File: src/rtl/ccd_tg_pkg.sv
package ccd_tg_pkg;

  typedef enum logic [1:0] {
    PIX_DUMMY  = 2'd0,
    PIX_BLACK  = 2'd1,
    PIX_ACTIVE = 2'd2
  } pix_cls_t;

  typedef enum logic [2:0] {
    ST_IDLE, ST_PRE, ST_GATE, ST_POST, ST_HI, ST_LO, ST_DONE
  } seq_st_t;

  // Raise a programmed count to its floor.
  function automatic int unsigned clamp_up(input int unsigned v, input int unsigned floor_v);
    return (v < floor_v) ? floor_v : v;
  endfunction

  // Class of a line position (0-based); black range is given 1-based.
  function automatic pix_cls_t classify(input int unsigned idx, input int unsigned lead,
                                        input int unsigned eff, input int unsigned ob_first,
                                        input int unsigned ob_last);
    if (idx < lead)
      return ((idx + 1 >= ob_first) && (idx + 1 <= ob_last)) ? PIX_BLACK : PIX_DUMMY;
    else if (idx < lead + eff)
      return PIX_ACTIVE;
    else
      return PIX_DUMMY;
  endfunction

endpackage

File: src/rtl/ccd_tg_cfg.sv
module ccd_tg_cfg
  import ccd_tg_pkg::*;
#(
  parameter int unsigned CNT_W   = 8,
  parameter int unsigned MIN_HI  = 4,
  parameter int unsigned MIN_LO  = 4,
  parameter int unsigned MIN_GATE = 80,
  parameter int unsigned MIN_PRE = 10,
  parameter int unsigned MIN_POST = 80,
  parameter int unsigned MIN_RSLO = 3,
  parameter int unsigned MIN_RSOFS = 6
) (
  input  logic [CNT_W-1:0] hi_i,
  input  logic [CNT_W-1:0] lo_i,
  input  logic [CNT_W-1:0] gate_i,
  input  logic [CNT_W-1:0] pre_i,
  input  logic [CNT_W-1:0] post_i,
  input  logic [CNT_W-1:0] rslo_i,
  input  logic [CNT_W-1:0] rsofs_i,
  output logic [CNT_W-1:0] hi_o,
  output logic [CNT_W-1:0] lo_o,
  output logic [CNT_W-1:0] gate_o,
  output logic [CNT_W-1:0] pre_o,
  output logic [CNT_W-1:0] post_o,
  output logic [CNT_W-1:0] rslo_o,
  output logic [CNT_W-1:0] rsofs_o
);
  // every count is floored at its minimum
  assign hi_o    = CNT_W'(clamp_up(32'(hi_i),    MIN_HI));
  assign lo_o    = CNT_W'(clamp_up(32'(lo_i),    MIN_LO));
  assign gate_o  = CNT_W'(clamp_up(32'(gate_i),  MIN_GATE));
  assign pre_o   = CNT_W'(clamp_up(32'(pre_i),   MIN_PRE));
  assign post_o  = CNT_W'(clamp_up(32'(post_i),  MIN_POST));
  assign rslo_o  = CNT_W'(clamp_up(32'(rslo_i),  MIN_RSLO));
  assign rsofs_o = CNT_W'(clamp_up(32'(rsofs_i), MIN_RSOFS));
endmodule

File: src/rtl/ccd_tg_seq.sv
module ccd_tg_seq
  import ccd_tg_pkg::*;
#(
  parameter int unsigned CNT_W = 8,
  parameter int unsigned LINE  = 5034,
  parameter int unsigned IDX_W = 13,
  parameter int unsigned PH_W  = 9
) (
  input  logic             clk,
  input  logic             rst_n,
  input  logic             start_i,
  input  logic [CNT_W-1:0] hi_i,
  input  logic [CNT_W-1:0] lo_i,
  input  logic [CNT_W-1:0] gate_w_i,
  input  logic [CNT_W-1:0] pre_i,
  input  logic [CNT_W-1:0] post_i,
  output logic             sck_o,
  output logic             gate_o,
  output logic             shifting_o,
  output logic             line_done_o,
  output logic [IDX_W-1:0] pix_o,
  output logic [PH_W-1:0]  ph_o
);
  localparam logic [IDX_W-1:0] LAST = IDX_W'(LINE - 1);

  seq_st_t          st, st_n;
  logic [CNT_W-1:0] cnt, cnt_n;
  logic [IDX_W-1:0] pix, pix_n;
  logic [PH_W-1:0]  ph, ph_n;
  logic             pend, go, enter_hi;

  always_comb begin
    st_n     = st;
    cnt_n    = (cnt != '0) ? cnt - 1'b1 : cnt;
    pix_n    = pix;
    go       = 1'b0;
    enter_hi = 1'b0;
    unique case (st)
      ST_IDLE, ST_DONE: begin
        if (pend || start_i) begin
          st_n = ST_PRE; cnt_n = pre_i - 1'b1; go = 1'b1;
        end else st_n = ST_IDLE;
      end
      ST_PRE:  if (cnt == '0) begin st_n = ST_GATE; cnt_n = gate_w_i - 1'b1; end
      ST_GATE: if (cnt == '0) begin st_n = ST_POST; cnt_n = post_i - 1'b1; end
      ST_POST: if (cnt == '0) begin
        st_n = ST_HI; cnt_n = hi_i - 1'b1; pix_n = '0; enter_hi = 1'b1;
      end
      ST_HI:   if (cnt == '0) begin st_n = ST_LO; cnt_n = lo_i - 1'b1; end
      ST_LO:   if (cnt == '0) begin
        if (pix == LAST) st_n = ST_DONE;
        else begin
          st_n = ST_HI; cnt_n = hi_i - 1'b1; pix_n = pix + 1'b1; enter_hi = 1'b1;
        end
      end
      default: st_n = ST_IDLE;
    endcase
    ph_n = enter_hi ? '0 : ((&ph) ? ph : ph + 1'b1);
  end

  always_ff @(posedge clk or negedge rst_n) begin
    if (!rst_n) begin
      st <= ST_IDLE; cnt <= '0; pix <= '0; ph <= '0; pend <= 1'b0;
    end else begin
      st   <= st_n;
      cnt  <= cnt_n;
      pix  <= pix_n;
      ph   <= ph_n;
      pend <= (pend || start_i) && !go;   // request held until serviced
    end
  end

  assign sck_o       = (st == ST_HI);
  assign gate_o      = (st == ST_GATE);
  assign shifting_o  = (st == ST_HI) || (st == ST_LO);
  assign line_done_o = (st == ST_DONE);
  assign pix_o       = pix;
  assign ph_o        = ph;

  // Observation counters for the properties
  logic [PH_W-1:0] low_run, since_gate, hi_run, gate_run;
  always_ff @(posedge clk or negedge rst_n) begin
    if (!rst_n) begin
      low_run <= '1; since_gate <= '1; hi_run <= '0; gate_run <= '0;
    end else begin
      low_run    <= sck_o  ? '0 : ((&low_run) ? low_run : low_run + 1'b1);
      since_gate <= gate_o ? '0 : ((&since_gate) ? since_gate : since_gate + 1'b1);
      hi_run     <= sck_o  ? ((&hi_run) ? hi_run : hi_run + 1'b1) : '0;
      gate_run   <= gate_o ? ((&gate_run) ? gate_run : gate_run + 1'b1) : '0;
    end
  end

  p_gate_width_r3: assert property (@(posedge clk) disable iff (!rst_n)
    $fell(gate_o) |-> gate_run == {1'b0, gate_w_i});
  p_gate_quiet_r3: assert property (@(posedge clk) disable iff (!rst_n)
    gate_o |-> !sck_o);
  p_pre_space_r4: assert property (@(posedge clk) disable iff (!rst_n)
    $rose(gate_o) |-> low_run >= {1'b0, pre_i});
  p_post_space_r5: assert property (@(posedge clk) disable iff (!rst_n)
    $rose(sck_o) |-> since_gate >= {1'b0, post_i});
  p_hi_width_r6: assert property (@(posedge clk) disable iff (!rst_n)
    $fell(sck_o) |-> hi_run == {1'b0, hi_i});
  p_lo_width_r6: assert property (@(posedge clk) disable iff (!rst_n)
    ($rose(sck_o) && pix_o != '0) |-> low_run == {1'b0, lo_i});
  p_done_single_r11: assert property (@(posedge clk) disable iff (!rst_n)
    line_done_o |=> !line_done_o);
  p_done_last_r11: assert property (@(posedge clk) disable iff (!rst_n)
    $rose(line_done_o) |-> ($past(pix_o) == LAST && $past(shifting_o)));
endmodule

File: src/rtl/ccd_tg_rst.sv
module ccd_tg_rst #(
  parameter int unsigned CNT_W = 8,
  parameter int unsigned PH_W  = 9
) (
  input  logic             clk,
  input  logic             rst_n,
  input  logic [1:0]       mode_i,
  input  logic             shifting_i,
  input  logic             sck_i,
  input  logic [PH_W-1:0]  ph_i,
  input  logic [CNT_W-1:0] rslo_i,
  input  logic [CNT_W-1:0] rsofs_i,
  output logic             rs_sel_o,
  output logic             rs_sh_o
);
  logic            ext;
  logic [PH_W-1:0] win_end;
  logic            in_win;

  assign ext     = mode_i[1];
  assign win_end = {1'b0, rsofs_i} + {1'b0, rslo_i};
  assign in_win  = shifting_i && (ph_i >= {1'b0, rsofs_i}) && (ph_i < win_end);

  // pulse in external mode, static level otherwise
  assign rs_sel_o = ext;
  assign rs_sh_o  = ext ? !in_win : mode_i[0];

  p_rs_clear_of_edge_r8: assert property (@(posedge clk) disable iff (!rst_n)
    ($rose(sck_i) && ext) |-> rs_sh_o);
  p_rs_static_r9: assert property (@(posedge clk) disable iff (!rst_n)
    (!ext && $stable(mode_i)) |-> $stable(rs_sh_o));
endmodule

File: src/rtl/ccd_tg_pix.sv
module ccd_tg_pix
  import ccd_tg_pkg::*;
#(
  parameter int unsigned LEAD     = 28,
  parameter int unsigned EFF      = 5000,
  parameter int unsigned OB_FIRST = 7,
  parameter int unsigned OB_LAST  = 14,
  parameter int unsigned IDX_W    = 13
) (
  input  logic [IDX_W-1:0] cnt_i,
  input  logic             shifting_i,
  output logic [IDX_W-1:0] idx_o,
  output pix_cls_t         cls_o
);
  // tag follows the index register, so both move on the rising edge
  assign idx_o = cnt_i;
  assign cls_o = shifting_i ? classify(32'(cnt_i), LEAD, EFF, OB_FIRST, OB_LAST) : PIX_DUMMY;
endmodule

File: src/rtl/ccd_line_timer.sv
module ccd_line_timer
  import ccd_tg_pkg::*;
#(
  parameter int unsigned CNT_W     = 8,
  parameter int unsigned LEAD      = 28,
  parameter int unsigned EFF       = 5000,
  parameter int unsigned TRAIL     = 6,
  parameter int unsigned OB_FIRST  = 7,
  parameter int unsigned OB_LAST   = 14,
  parameter int unsigned MIN_HI    = 4,
  parameter int unsigned MIN_LO    = 4,
  parameter int unsigned MIN_GATE  = 80,
  parameter int unsigned MIN_PRE   = 10,
  parameter int unsigned MIN_POST  = 80,
  parameter int unsigned MIN_RSLO  = 3,
  parameter int unsigned MIN_RSOFS = 6,
  localparam int unsigned LINE  = LEAD + EFF + TRAIL,
  localparam int unsigned IDX_W = $clog2(LINE),
  localparam int unsigned PH_W  = CNT_W + 1
) (
  input  logic             clk,
  input  logic             rst_n,
  input  logic             start,
  input  logic [1:0]       mode,
  input  logic [CNT_W-1:0] cfg_sck_hi,
  input  logic [CNT_W-1:0] cfg_sck_lo,
  input  logic [CNT_W-1:0] cfg_gate_w,
  input  logic [CNT_W-1:0] cfg_pre,
  input  logic [CNT_W-1:0] cfg_post,
  input  logic [CNT_W-1:0] cfg_rs_lo,
  input  logic [CNT_W-1:0] cfg_rs_ofs,
  output logic             sck,
  output logic             xfer_gate,
  output logic             rs_sel,
  output logic             rs_sh,
  output logic             pix_valid,
  output logic [IDX_W-1:0] pix_idx,
  output logic [1:0]       pix_cls,
  output logic             line_done
);
  logic [CNT_W-1:0] hi_e, lo_e, gate_e, pre_e, post_e, rslo_e, rsofs_e;
  logic [IDX_W-1:0] pix_cnt;
  logic [PH_W-1:0]  ph;
  logic             shifting;
  pix_cls_t         cls;

  ccd_tg_cfg #(
    .CNT_W(CNT_W), .MIN_HI(MIN_HI), .MIN_LO(MIN_LO), .MIN_GATE(MIN_GATE),
    .MIN_PRE(MIN_PRE), .MIN_POST(MIN_POST), .MIN_RSLO(MIN_RSLO), .MIN_RSOFS(MIN_RSOFS)
  ) u_cfg (
    .hi_i(cfg_sck_hi), .lo_i(cfg_sck_lo), .gate_i(cfg_gate_w), .pre_i(cfg_pre),
    .post_i(cfg_post), .rslo_i(cfg_rs_lo), .rsofs_i(cfg_rs_ofs),
    .hi_o(hi_e), .lo_o(lo_e), .gate_o(gate_e), .pre_o(pre_e),
    .post_o(post_e), .rslo_o(rslo_e), .rsofs_o(rsofs_e)
  );

  ccd_tg_seq #(.CNT_W(CNT_W), .LINE(LINE), .IDX_W(IDX_W), .PH_W(PH_W)) u_seq (
    .clk(clk), .rst_n(rst_n), .start_i(start),
    .hi_i(hi_e), .lo_i(lo_e), .gate_w_i(gate_e), .pre_i(pre_e), .post_i(post_e),
    .sck_o(sck), .gate_o(xfer_gate), .shifting_o(shifting), .line_done_o(line_done),
    .pix_o(pix_cnt), .ph_o(ph)
  );

  ccd_tg_rst #(.CNT_W(CNT_W), .PH_W(PH_W)) u_rst (
    .clk(clk), .rst_n(rst_n), .mode_i(mode), .shifting_i(shifting), .sck_i(sck),
    .ph_i(ph), .rslo_i(rslo_e), .rsofs_i(rsofs_e), .rs_sel_o(rs_sel), .rs_sh_o(rs_sh)
  );

  ccd_tg_pix #(
    .LEAD(LEAD), .EFF(EFF), .OB_FIRST(OB_FIRST), .OB_LAST(OB_LAST), .IDX_W(IDX_W)
  ) u_pix (
    .cnt_i(pix_cnt), .shifting_i(shifting), .idx_o(pix_idx), .cls_o(cls)
  );

  assign pix_valid = shifting;
  assign pix_cls   = cls;

  p_tag_on_edge_r2: assert property (@(posedge clk) disable iff (!rst_n)
    $rose(sck) |-> (pix_valid && pix_cls != 2'd3));
  p_idle_quiet_r12: assert property (@(posedge clk) disable iff (!rst_n)
    !pix_valid |-> !sck);
endmodule

File: config.mk
export PLATFORM = sky130hd
export DESIGN_NAME = ccd_line_timer
export DESIGN_NICKNAME = d
export VERILOG_FILES = /design/src/rtl/ccd_tg_pkg.sv /design/src/rtl/ccd_tg_cfg.sv /design/src/rtl/ccd_tg_seq.sv /design/src/rtl/ccd_tg_rst.sv /design/src/rtl/ccd_tg_pix.sv /design/src/rtl/ccd_line_timer.sv
export SDC_FILE = /design/constraint.sdc
export NUM_CORES = 1
export LEC_CHECK = 0
export ABC_AREA = 1
export BUFFER_PORTS_ARGS = -buffer_cell sky130_fd_sc_hd__clkbuf_2
export CELL_PAD_IN_SITES_DETAIL_PLACEMENT = 1
export CELL_PAD_IN_SITES_GLOBAL_PLACEMENT = 2
export CORE_MARGIN = 2
export CORE_UTILIZATION = 30
export CTS_CLUSTER_SIZE = 16
export DETAILED_ROUTE_END_ITERATION = 7
export GPL_TIMING_DRIVEN = 0
export PLACE_DENSITY_LB_ADDON = 0.1
export SYNTH_ARGS = -nofsm -noshare
export SYNTH_HDL_FRONTEND = slang
export SYNTH_SLANG_ARGS = --single-unit
File: constraint.sdc
create_clock -name clk -period 4.5 [get_ports clk]
set_input_delay 0.9 -clock clk [delete_from_list [all_inputs] [get_ports clk]]
set_output_delay 0.9 -clock clk [all_outputs]
set_load 0.02 [all_outputs]
==> summary.txt, run 1 <==
Final layout
  • Area Growth Syn to Fin: 23.9%
  • Sequential Area: 851 sq um
  • Footprint of the multi-input gates: between 3000 and 4000 sq um
  • Total inserted antenna cells: 0
  • # nets final: 948
  • Design area: 5640 sq um
  • Fillers: roughly 2000
  • Share of layout cells above drive strength 1: 20.2%

Min path
  • Min-Delay Path Class: flop to flop
  • Worst Hold Depth: 3

Setup path
  • Type of origin of the critical path: input port
  • Register-to-Register Path Depth: 13
  • Req. time, crit path: 3600 ps
  • Setup crit end kind: output pin
  • Critical path peak fanout: 3
  • Most frequent CP cell: nand2_1
  • Critical-path cell with the highest stage delay: ha_1
  • Crit path kind: input port to output pin
  • Critical Path AT: between 3000 and 4000 ps
  • Worst-path cell chain: clkbuf_2 > a21oi_4 > nand3_4 > buf_4 > nand4_1 > nand2_1 > inv_2 > ha_4 > inv_2 > nand2_2 > nand2_2 > o211ai_1 > a31oi_1 > ha_1 > nand4_1 > a2111oi_2 > nor2_1 > nand3_1 > nand2_1 > nand2_1 > clkbuf_8
  • Slowest stage delay, CP: around 350 ps

Timing
  • Clk_skew: 7.10 ps
  • Fmax: 228 MHz
  • Period utilization: 97.4%
  • RSZ-0062 raised after global routing: yes
  • Final setup violation count: 0
  • Slew headroom: 39.3%
  • Fin crit period: about 4400 ps
  • Fin. max-slew vios: 0
  • Final setup margin: 116 ps
  • Least-Margin Pin Slew: 910 ps
  • Endpoints failing hold: 0

Power and ir drop
  • Peak VDD IR: 151 uV
  • Pwr Density: between 300 and 400 nW/um^2
  • Static Leak: 2.90 nW

Drt
  • Via count: 5267
  • ANT nets after route: 0
  • Drt wl/cell: 15.5 microns
  • Starting DRT DRC Count: 138
  • Final Routed Wirelength: about 16000 microns
  • Via-to-Cell Ratio: just over 5
  • Pre-Repair DR Iteration Count: 4
  • DRC: 0

GRT
  • First-pass GRT wire length: 26700 microns
  • Initial antenna violation count: 0
  • GRT Total Usage: between 20% and 30%
  • Largest net degree at the start of global routing: 35
  • Vias in the first global route: 5490
  • GRT overflow: 0

Clocking
  • Max Buffers Root-to-Sink: 2
  • Clock Root Buffer: clkbuf_16
  • CTS Hold Bufs: 0
  • CTS Sinks: 34
  • Worst-path clk slew: 60 ps
  • H-tree levels: 2
  • TritonCTS clock tree: built
  • Clk_lat worst skew: slightly below 300 ps
  • Num CTS Buffers: 5

Synth
  • Average size of a mapped cell: about 6 sq um
  • YS warnings: 0
  • Post-synth top cells: 182 x nand2_1, 117 x inv_1, 88 x nor2_1, 70 x nand3_1, 42 x o21ai_0
  • Ys async rst share: 100%
  • Seq cells post-synth: 34
  • Syn_nets: 853
  • Seq/Total Area, Yosys: 18.7%
  • Top-count cell post-synth: nand2_1
  • Synth cell types: 48
  • Post-Syn Instances: 757
  • Area share of the largest cell type after synthesis: 18.7%
  • Largest cells by area after synthesis: dfrtp_1 19%, nand2_1 15%, inv_1 9.6%
  • Post-synth EDFFs: 0
  • Mapped Area: 4560 sq um
  • Most used DFF post-synth: dfrtp_1
  • Post-synth top area cell: dfrtp_1

Floorplan
  • Core Rows: 45
  • I/O pin count: between 80 and 90
  • Vert. Die Dim: 127 microns
  • Initial core utilization: 30.3%
  • Die width: 127 microns
  • Total Die Area: between 15000 and 20000 sq um
  • Core Footprint: approximately 15000 sq um

Placement
  • Detailed placement HPWL: 13200 microns
  • Placed Area: approximately 5200 sq um
  • Place WS: -274 ps
  • GP Congestion: 0.881
  • # port buffers: 81

Job
  • Maxcap violations: 0

Run status
  • Outcome: finished, final reports clean
==> sequential cells by signal, indices dropped and copies added, names as in the netlist <==
| register | count |
|---|---|
| u_seq.pix_o | 13 |
| u_seq.st | 3 |
| u_seq.cnt | 8 |
| u_seq.ph_o | 9 |
| u_seq.pend | 1 |
==> report_power, final <==
group / switching [W] / internal (W) / total, W
registers: 0.0000673 / 0.000373 / 0.000441
logic: 0.000717 / 0.000369 / 0.00109
clock network: 0.000146 / 0.000219 / 0.000365
total: 0.000930 / 0.000962 / 0.00189
==> through the flow <==
stage	hold slack [ps]	std cells	util, %	total power, W	setup TNS (ps)
after global routing	598	1041	37.5	0.00207	-100
final	554	1041	37.5	0.00189	0
after floorplan	514	757	-	0.00116	0
after detailed placement	544	1026	34.6	0.00150	-274
after global placement	551	1026	34.6	0.00147	-186
after CTS	555	1040	36.9	0.00189	0
==> critical path: cells and delay by family <==
kind,cells,cell delay [ps]
compound gates,4,700
simple gates,10,920
fa+ha+maj,2,480
buf+inv,5,500
==> cell usage in the layout, fill, tap and decap left out, types with 7 or more instances in the layout <==
cell        n
nand3_1    69
nor2_1     81
o21ai_0    40
buf_4      10
nor2_4      9
dfrtp_1    34
nand4_1    23
clkbuf_1   11
nand2_2    10
xor2_1     14
a21oi_1    23
nand2_1   177
clkbuf_8    8
clkbuf_2   71
o22ai_1    11
nand3b_1    7
inv_1     111
nor3_1     13
inv_2      15
ha_1       32
buf_6       7
==> layout make-up <==
class / count / share of cell area, %
clock inverter: 2 / 0.222
clock buffer: 6 / 2.46
timing repair buffer: 88 / 9.47
inverter: 130 / 8.78
tap: 188 / 4.17
buffer: 20 / 2.17
sequential: 34 / 15.1
multi-input combinational: 573 / 57.7
==> kinds of logic (layout without fill, tap and decap cells) <==
kind of cell    count (synthesis)  in the layout  share of synthesized area (%)
compound gates                102            102                           13.0
xor+xnor                       19             19                           3.65
buf+inv                       150            246                           13.6
simple gates                  417            417                           41.5
flops                          34             34                           18.7
fa+ha+maj                      35             35                           9.61
==> worst paths after layout <==
path,from,end,slack [ps]
worst max-delay path,cfg_rs_ofs[1],rs_sh,120
worst min-delay path,u_seq.cnt[0]$_DFF_PN0_,u_seq.cnt[0]$_DFF_PN0_,550
worst max register to register,u_seq.ph_o[1]$_DFFE_PN0P_,u_seq.ph_o[7]$_DFFE_PN0P_,2200
worst min register to register,u_seq.cnt[0]$_DFF_PN0_,u_seq.cnt[0]$_DFF_PN0_,550
max in group asynchronous,rst_n,u_seq.ph_o[4]$_DFFE_PN0P_,3190
min in group asynchronous,rst_n,u_seq.pix_o[1]$_DFFE_PN0P_,730
==> what timing repair did <==
item	in CTS	in global routing
endpoints found under the setup margin	1	1
pin swaps	20	18
resized for setup	37	21
endpoints found under the hold margin	0	0
buffers inserted	6	1
gates cloned	0	0
==> metal layers <==
metal / GRT usage [%] / routed length [microns] / vias to the layer above
met4: 5.88 / 377 / 0
li1: - / - / 2659
met2: 38.2 / 8270 / 68
met5: 0 / 0 / -
met1: 24.7 / 7190 / 2520
met3: 1.88 / 292 / 20
Note: power is estimated with default switching activity, not from simulation.
==> run 2, diff against run 1 <==
--- a/config.mk
+++ b/config.mk
@@ -10,11 +10,12 @@
 export CELL_PAD_IN_SITES_DETAIL_PLACEMENT = 1
 export CELL_PAD_IN_SITES_GLOBAL_PLACEMENT = 2
 export CORE_MARGIN = 2
-export CORE_UTILIZATION = 30
+export CORE_UTILIZATION = 31
 export CTS_CLUSTER_SIZE = 16
 export DETAILED_ROUTE_END_ITERATION = 7
 export GPL_TIMING_DRIVEN = 0
 export PLACE_DENSITY_LB_ADDON = 0.1
 export SYNTH_ARGS = -nofsm -noshare
 export SYNTH_HDL_FRONTEND = slang
+export SYNTH_HIERARCHICAL = 1
 export SYNTH_SLANG_ARGS = --single-unit
==> constraint.sdc (replaced) <==
create_clock -name clk -period 4.5 [get_ports clk]
set_input_delay 0.9 -clock clk [delete_from_list [all_inputs] [get_ports clk]]
set_output_delay 0.9 -clock clk [all_outputs]
set_load 0.05 [all_outputs]
==> summary.txt, run 2 <==
Synth
  • Post-synth top area cell: dfrtp_1
  • Area share of the largest cell type after synthesis: 16.6% (-2.1 points)
  • Average size of a mapped cell: 6.05 sq um (+0.56%)
  • YS warnings: 6 (+6)
  • Seq/Total Area, Yosys: 16.6% (-2.1 points)
  • Post-synth EDFFs: 0 (unchanged)
  • Most used DFF post-synth: dfrtp_1
  • Ys async rst share: 100% (unchanged)
  • Post-synth top cells: 215 x nand2_1, 116 x inv_1, 108 x nor2_1, 70 x nand3_1, 38 x ha_1
  • Synth cell types: 48 (unchanged)
  • Largest cells by area after synthesis: dfrtp_1 17%, nand2_1 16%, ha_1 9.3%
  • Post-Syn Instances: 847 (+12%)
  • Mapped Area: 5130 sq um (+13%)
  • Syn_nets: 947 (+11%)
  • Seq cells post-synth: 34 (unchanged)
  • Top-count cell post-synth: nand2_1

Setup path
  • Worst-path cell chain: buf_6 > nor2_4 > nand2_2 > o21bai_4 > ha_2 > inv_2 > fa_2 > inv_2 > nand4_1 > o211ai_1 > xnor2_1 > ha_1 > nand2_1 > nor2_2 > nand2_1 > a21oi_2 > nor2_1 > nand3_1 > nand2_1 > nand2_2 > buf_8
  • Req. time, crit path: 3600 ps (about the same)
  • Slowest stage delay, CP: 400 ps (+50 ps)
  • Most frequent CP cell: nand2_1
  • Critical path peak fanout: 2 (-1)
  • Critical Path AT: 3470 ps (about the same)
  • Setup crit end kind: output pin
  • Critical-path cell with the highest stage delay: fa_2
  • Crit path kind: input port to output pin
  • CP Buf/Inv Count: 4 (-1)
  • Type of origin of the critical path: input port
  • Top delay family on crit path: adder cells

Floorplan
  • Core Footprint: 16300 sq um (+8.7%)
  • Die width: 133 microns (+4.2%)
  • Core Rows: 47 (+4.4%)
  • Initial core utilization: 31.4% (+1.1 points)
  • Vert. Die Dim: 133 microns (+4.2%)
  • Total Die Area: 17600 sq um (+8.6%)
  • I/O pin count: 82 (unchanged)

Clocking
  • CTS Sinks: 34 (unchanged)
  • Worst-path clk slew: 60 ps (about the same)
  • H-tree levels: 2 (unchanged)
  • TritonCTS clock tree: built
  • CTS Hold Bufs: 0 (unchanged)
  • Max Buffers Root-to-Sink: 2 (unchanged)
  • Clk_lat worst skew: 290 ps (about the same)
  • Num CTS Buffers: 5 (unchanged)
  • Clock Root Buffer: clkbuf_16

Placement
  • Inst Count DP: 1148 (+12%)
  • GP Congestion: 0.848 (-3.8%)
  • Placed Area: 5810 sq um (+12%)
  • # port buffers: 81 (unchanged)
  • Detailed placement HPWL: 13600 microns (+2.9%)

Drt
  • Final Routed Wirelength: 16400 microns (+1.8%)
  • Via-to-Cell Ratio: 4.82 (-4.7%)
  • ANT nets after route: 0 (unchanged)
  • Via count: 5594 (+6.2%)
  • Starting DRT DRC Count: 142 (+2.9%)
  • Pre-Repair DR Iteration Count: 4 (unchanged)
  • Drt wl/cell: 14.2 microns (-8.6%)
  • DRC: 0 (unchanged)

Final layout
  • Area Growth Syn to Fin: 20.0%
  • # nets final: 1039 (+9.6%)
  • Final Util: 37.6% (+0.10 points)
  • Share of layout cells above drive strength 1: 20.7% (+0.58 points)
  • Non-filler cells, final: 1160 (+11%)
  • Most frequent cells in the layout: 209 x nand2_1, 113 x inv_1, 100 x nor2_1, 70 x clkbuf_2, 70 x nand3_1
  • Most common cell after layout, fill and taps aside: nand2_1
  • Fillers: 2227 (+9.9%)
  • Max FFs per register: 13 (unchanged)
  • Total inserted antenna cells: 0 (unchanged)
  • Design area: 6150 sq um (+9.0%)

Timing
  • Fin. max-slew vios: 0 (unchanged)
  • RSZ-0062 raised after global routing: yes
  • Endpoints failing hold: 0 (unchanged)
  • Period utilization: 97.2% (-0.24 points)
  • Fmax: 229 MHz (+0.25%)
  • Least-Margin Pin Slew: 953 ps (+43.3 ps)
  • Clk_skew: 6.05 ps (-1.04 ps)
  • Minimum hold slack: 568 ps (+14.7 ps)
  • Final setup violation count: 0 (unchanged)
  • Fin crit period: 4370 ps (-10.7 ps)
  • Slew headroom: 36.5% (-2.9 points)

GRT
  • First-pass GRT wire length: 27400 microns (+2.5%)
  • Initial antenna violation count: 0 (unchanged)
  • GRT overflow: 0 (unchanged)
  • Largest net degree at the start of global routing: 35 (unchanged)
  • Vias in the first global route: 5847 (+6.5%)
  • GRT Total Usage: 18.8% (-1.5 points)

Power and ir drop
  • Pwr Density: 148 nW/um^2 (-56%)
  • Static Leak: 3.18 nW (+9.8%)
  • Peak VDD IR: 116 uV (-23%)

Job
  • Maxcap violations: 0 (unchanged)

Min path
  • Min-Delay Path Class: flop to flop

Run status
  • Outcome: finished, final reports clean
[run 2: changes by cell type in the layout (fill, tap and decap cells not counted), sizes merged, moves of 7 or more]
cell	change
clkbuf	+7
buf	+16
a21oi	+9
nor2	+24
xor2	+8
nand2	+37
a21boi	+10
nor3	-8
[run 2: worst reg2reg max path, delay by kind of cell (launching register included)]
kind / cells / cell delay (ps)
adder cells (fa/ha/maj): 2 / 560
AND/OR/NAND/NOR: 5 / 700
AO/OA/AOI/OAI: 2 / 170
flip-flops: 1 / 420
buffers and inverters: 1 / 150
[run 2: routing by layer]
metal,GRT usage (%),routed length [microns]
met3,1.76,428
met4,4.36,242
met5,0,0
met1,22.5,7120
met2,36.2,8630
[run 2: final timing paths]
path                       slack (ps)                    endpoint                      start  cells after the start
setup / recovery                  130                       rs_sh               cfg_rs_lo[2]                     21
setup reg to reg                 2380   u_seq/ph_o[7]$_DFFE_PN0P_  u_seq/ph_o[1]$_DFFE_PN0P_                     10
hold / removal                    570      u_seq/cnt[0]$_DFF_PN0_     u_seq/cnt[0]$_DFF_PN0_                      3
max in group asynchronous        3160  u_seq/pix_o[2]$_DFFE_PN0P_                      rst_n                      1
hold reg to reg                   570      u_seq/cnt[0]$_DFF_PN0_     u_seq/cnt[0]$_DFF_PN0_                      3
min in group asynchronous         760  u_seq/pix_o[9]$_DFFE_PN0P_                      rst_n                      1
[run 2: repair_timing]
action	CTS	global route
pin swaps	2	23
resized for setup	7	43
setup buffers	0	4
endpoints found under the setup margin	1	1
hold endpoints to repair	0	0
[run 2: where the power goes]
group	switching, W	internal, W	total [W]	leakage (nW)
clock network	0.000152	0.000205	0.000358	0.0698
logic	0.000145	0.000106	0.000250	2.68
registers	0.00000000000000000000713	0.000306	0.000306	0.425
[run 2: per-stage QoR]
stage	TNS, ps	power, W	setup WS, ps
after floorplan	0	0.000464	363
after global placement	-162	0.000536	-162
after detailed placement	-204	0.000544	-204
after CTS	0	0.000911	13.4
after global routing	-171	0.000973	-171
final	0	0.000914	127
[run 2: logic make-up after synthesis]
logic type	Yosys count	share of synthesized area, %
AND/OR/NAND/NOR	460	40.4
buffers and inverters	177	15.0
AO/OA/AOI/OAI	110	13.7
adder cells (fa/ha/maj)	39	9.66
flip-flops	34	16.6
XOR/XNOR	27	4.61
[run 2: layout make-up]
cell class / instances / area (sq um) / area share (%)
Clock inverter: 3 / 21.3 / 0.346
Tap cell: 220 / 275 / 4.47
Multi-Input combinational cell: 636 / 3600 / 58.5
Buffer: 47 / 270 / 4.39
Timing Repair Buffer: 85 / 508 / 8.25
Inverter: 130 / 500 / 8.13
Sequential cell: 34 / 851 / 13.8
Clock buffer: 5 / 125 / 2.03
==> run 3, diff against run 2 <==
--- a/config.mk
+++ b/config.mk
@@ -15,6 +15,7 @@
 export DETAILED_ROUTE_END_ITERATION = 7
 export GPL_TIMING_DRIVEN = 0
 export PLACE_DENSITY_LB_ADDON = 0.1
+export SETUP_SLACK_MARGIN = 0.3
 export SYNTH_ARGS = -nofsm -noshare
 export SYNTH_HDL_FRONTEND = slang
 export SYNTH_HIERARCHICAL = 1
==> summary.txt, run 3 (synthesis gave the netlist of run 2 again) <==
Floorplan
  • Vert. Die Dim: 133 microns (unchanged)
  • Initial core utilization: 31.4% (unchanged)
  • Core Rows: 47 (unchanged)
  • Total Die Area: 17600 sq um (unchanged)
  • Die width: 133 microns (unchanged)
  • I/O pin count: 82 (unchanged)
  • Core Footprint: 16300 sq um (unchanged)

Drt
  • Drt wl/cell: 14.2 microns (about the same)
  • ANT nets after route: 0 (unchanged)
  • Via count: 5596 (+0.036%)
  • Final Routed Wirelength: 16400 microns (about the same)
  • Pre-Repair DR Iteration Count: 4 (unchanged)
  • Via-to-Cell Ratio: 4.82 (about the same)
  • DRC: 0 (unchanged)
  • Starting DRT DRC Count: 141 (-0.70%)

Min path
  • Min-Delay Path Class: flop to flop

Final layout
  • Total inserted antenna cells: 0 (unchanged)
  • Max FFs per register: 13 (unchanged)
  • Final Util: 37.6% (-0.038 points)
  • Sequential Area: 851 sq um (unchanged)
  • Fillers: 2228 (+0.045%)
  • Most common cell after layout, fill and taps aside: nand2_1
  • Share of layout cells above drive strength 1: 20.7% (unchanged)
  • Most frequent cells in the layout: 209 x nand2_1, 113 x inv_1, 100 x nor2_1, 71 x clkbuf_2, 70 x nand3_1
  • # nets final: 1039 (unchanged)
  • Footprint of the multi-input gates: 3600 sq um (unchanged)
  • Area Growth Syn to Fin: 19.9%

Setup path
  • Critical-path cell with the highest stage delay: fa_2
  • Most frequent CP cell: nand2_1
  • Worst-path cell chain: buf_6 > nor2_4 > nand2_2 > o21bai_4 > ha_2 > inv_2 > fa_2 > inv_2 > nand4_1 > o211ai_1 > xnor2_1 > ha_1 > nand2_1 > nor2_2 > nand2_1 > a21oi_2 > nor2_1 > nand3_1 > nand2_1 > nand2_2 > buf_8
  • Type of origin of the critical path: input port
  • Req. time, crit path: 3600 ps (about the same)
  • Slowest stage delay, CP: 400 ps (about the same)
  • Critical path peak fanout: 2 (unchanged)
  • Critical Path AT: 3470 ps (about the same)
  • Setup crit end kind: output pin
  • Crit path kind: input port to output pin

Timing
  • Slew headroom: 35.8% (-0.67 points)
  • Period utilization: 97.2% (about the same)
  • Final setup margin: 128 ps (+1.36 ps)
  • RSZ-0062 raised after global routing: yes
  • Fin. max-slew vios: 0 (unchanged)
  • Clk_skew: 5.89 ps (-0.160 ps)
  • Fmax: 229 MHz (about the same)
  • Endpoints failing hold: 0 (unchanged)
  • Fin crit period: 4370 ps (-1.36 ps)
  • Minimum hold slack: 570 ps (+1.67 ps)
  • Final setup violation count: 0 (unchanged)
  • Least-Margin Pin Slew: 963 ps (+10.0 ps)

Clocking
  • Clock Root Buffer: clkbuf_16
  • Max Buffers Root-to-Sink: 2 (unchanged)
  • TritonCTS clock tree: built
  • H-tree levels: 2 (unchanged)
  • Clk_lat worst skew: 290 ps (about the same)
  • CTS Sinks: 34 (unchanged)
  • Num CTS Buffers: 5 (unchanged)
  • Worst-path clk slew: 60 ps (about the same)

GRT
  • Largest net degree at the start of global routing: 35 (unchanged)
  • Initial antenna violation count: 0 (unchanged)
  • Vias in the first global route: 5848 (+0.017%)
  • First-pass GRT wire length: 27400 microns (unchanged)
  • GRT overflow: 0 (unchanged)
  • GRT Total Usage: 18.8% (unchanged)

Placement
  • Place WS: -204 ps (unchanged)
  • GP Congestion: 0.848 (unchanged)
  • Detailed placement HPWL: 13600 microns (unchanged)
  • # port buffers: 81 (unchanged)

Run status
  • Outcome: finished, final reports clean

Power and ir drop
  • Static Leak: 3.18 nW (about the same)
  • Peak VDD IR: 115 uV (-1.1%)
  • Pwr Density: 148 nW/um^2 (about the same)

Job
  • Maxcap violations: 0 (unchanged)
-- run 3: changes by cell type in the layout (fill, tap and decap cells not counted), sizes merged --
cell | previous run | this run
clkbuf | 102 | 103
buf | 35 | 34
-- run 3: power breakdown --
| group | total, W | internal (W) | switching, W | leakage [nW] |
|---|---|---|---|---|
| logic | 0.000250 | 0.000105 | 0.000145 | 2.68 |
| registers | 0.000306 | 0.000306 | 0.00000000000000000000713 | 0.425 |
| clock network | 0.000357 | 0.000205 | 0.000152 | 0.0698 |
-- run 3: worst paths after layout --
kind / startpoint / to / slack (ps) / depth (start not counted)
min in group asynchronous: rst_n / u_seq/pix_o[9]$_DFFE_PN0P_ / 760 / 1
min reg2reg: u_seq/cnt[0]$_DFF_PN0_ / u_seq/cnt[0]$_DFF_PN0_ / 570 / 3
max: cfg_rs_lo[2] / rs_sh / 130 / 21
min: u_seq/cnt[0]$_DFF_PN0_ / u_seq/cnt[0]$_DFF_PN0_ / 570 / 3
max in group asynchronous: rst_n / u_seq/pix_o[2]$_DFFE_PN0P_ / 3150 / 1
max reg2reg: u_seq/ph_o[1]$_DFFE_PN0P_ / u_seq/ph_o[7]$_DFFE_PN0P_ / 2350 / 10
-- run 3: repair_timing --
action,in CTS,in global routing
hold buffers,0,0
resized for setup,8,39
cloned,0,0
endpoints found under the setup margin,1,1
pin swaps,3,23
buffers inserted,0,4
-- run 3: metrics by stage --
step | cells | power, W | area (sq um) | setup TNS [ps]
final | 1160 | 0.000913 | 6150 | 0
after global routing | 1160 | 0.000972 | 6150 | -171
after CTS | 1156 | 0.000911 | 5980 | 0
after detailed placement | 1148 | 0.000544 | 5810 | -204
after global placement | 1148 | 0.000536 | 5810 | -162
after floorplan | 847 | 0.000464 | 5130 | 0
-- run 3: layer usage --
layer | global-route usage (%) | share of wire [%] | vias up
li1 | - | - | 2859
met1 | 22.5 | 43 | 2633
met2 | 36.2 | 53 | 90
met3 | 1.76 | 2.5 | 14
met4 | 4.36 | 1.5 | 0
met5 | 0 | 0 | -
-- run 3: layout make-up --
| class | instances | area share, % |
|---|---|---|
| Buffer | 47 | 4.40 |
| Clock buffer | 5 | 2.04 |
| Clock inverter | 3 | 0.346 |
| Inverter | 130 | 8.14 |
| Multi-Input combinational cell | 636 | 58.6 |
| Sequential cell | 34 | 13.8 |
| Tap cell | 220 | 4.48 |
| Timing Repair Buffer | 85 | 8.16 |
-- run 3: worst max-delay path, delay by kind of cell --
family | cells | cell delay (ps)
fa+ha+maj | 3 | 900
compound gates | 3 | 380
simple gates | 10 | 810
xor+xnor | 1 | 110
buf+inv | 4 | 370
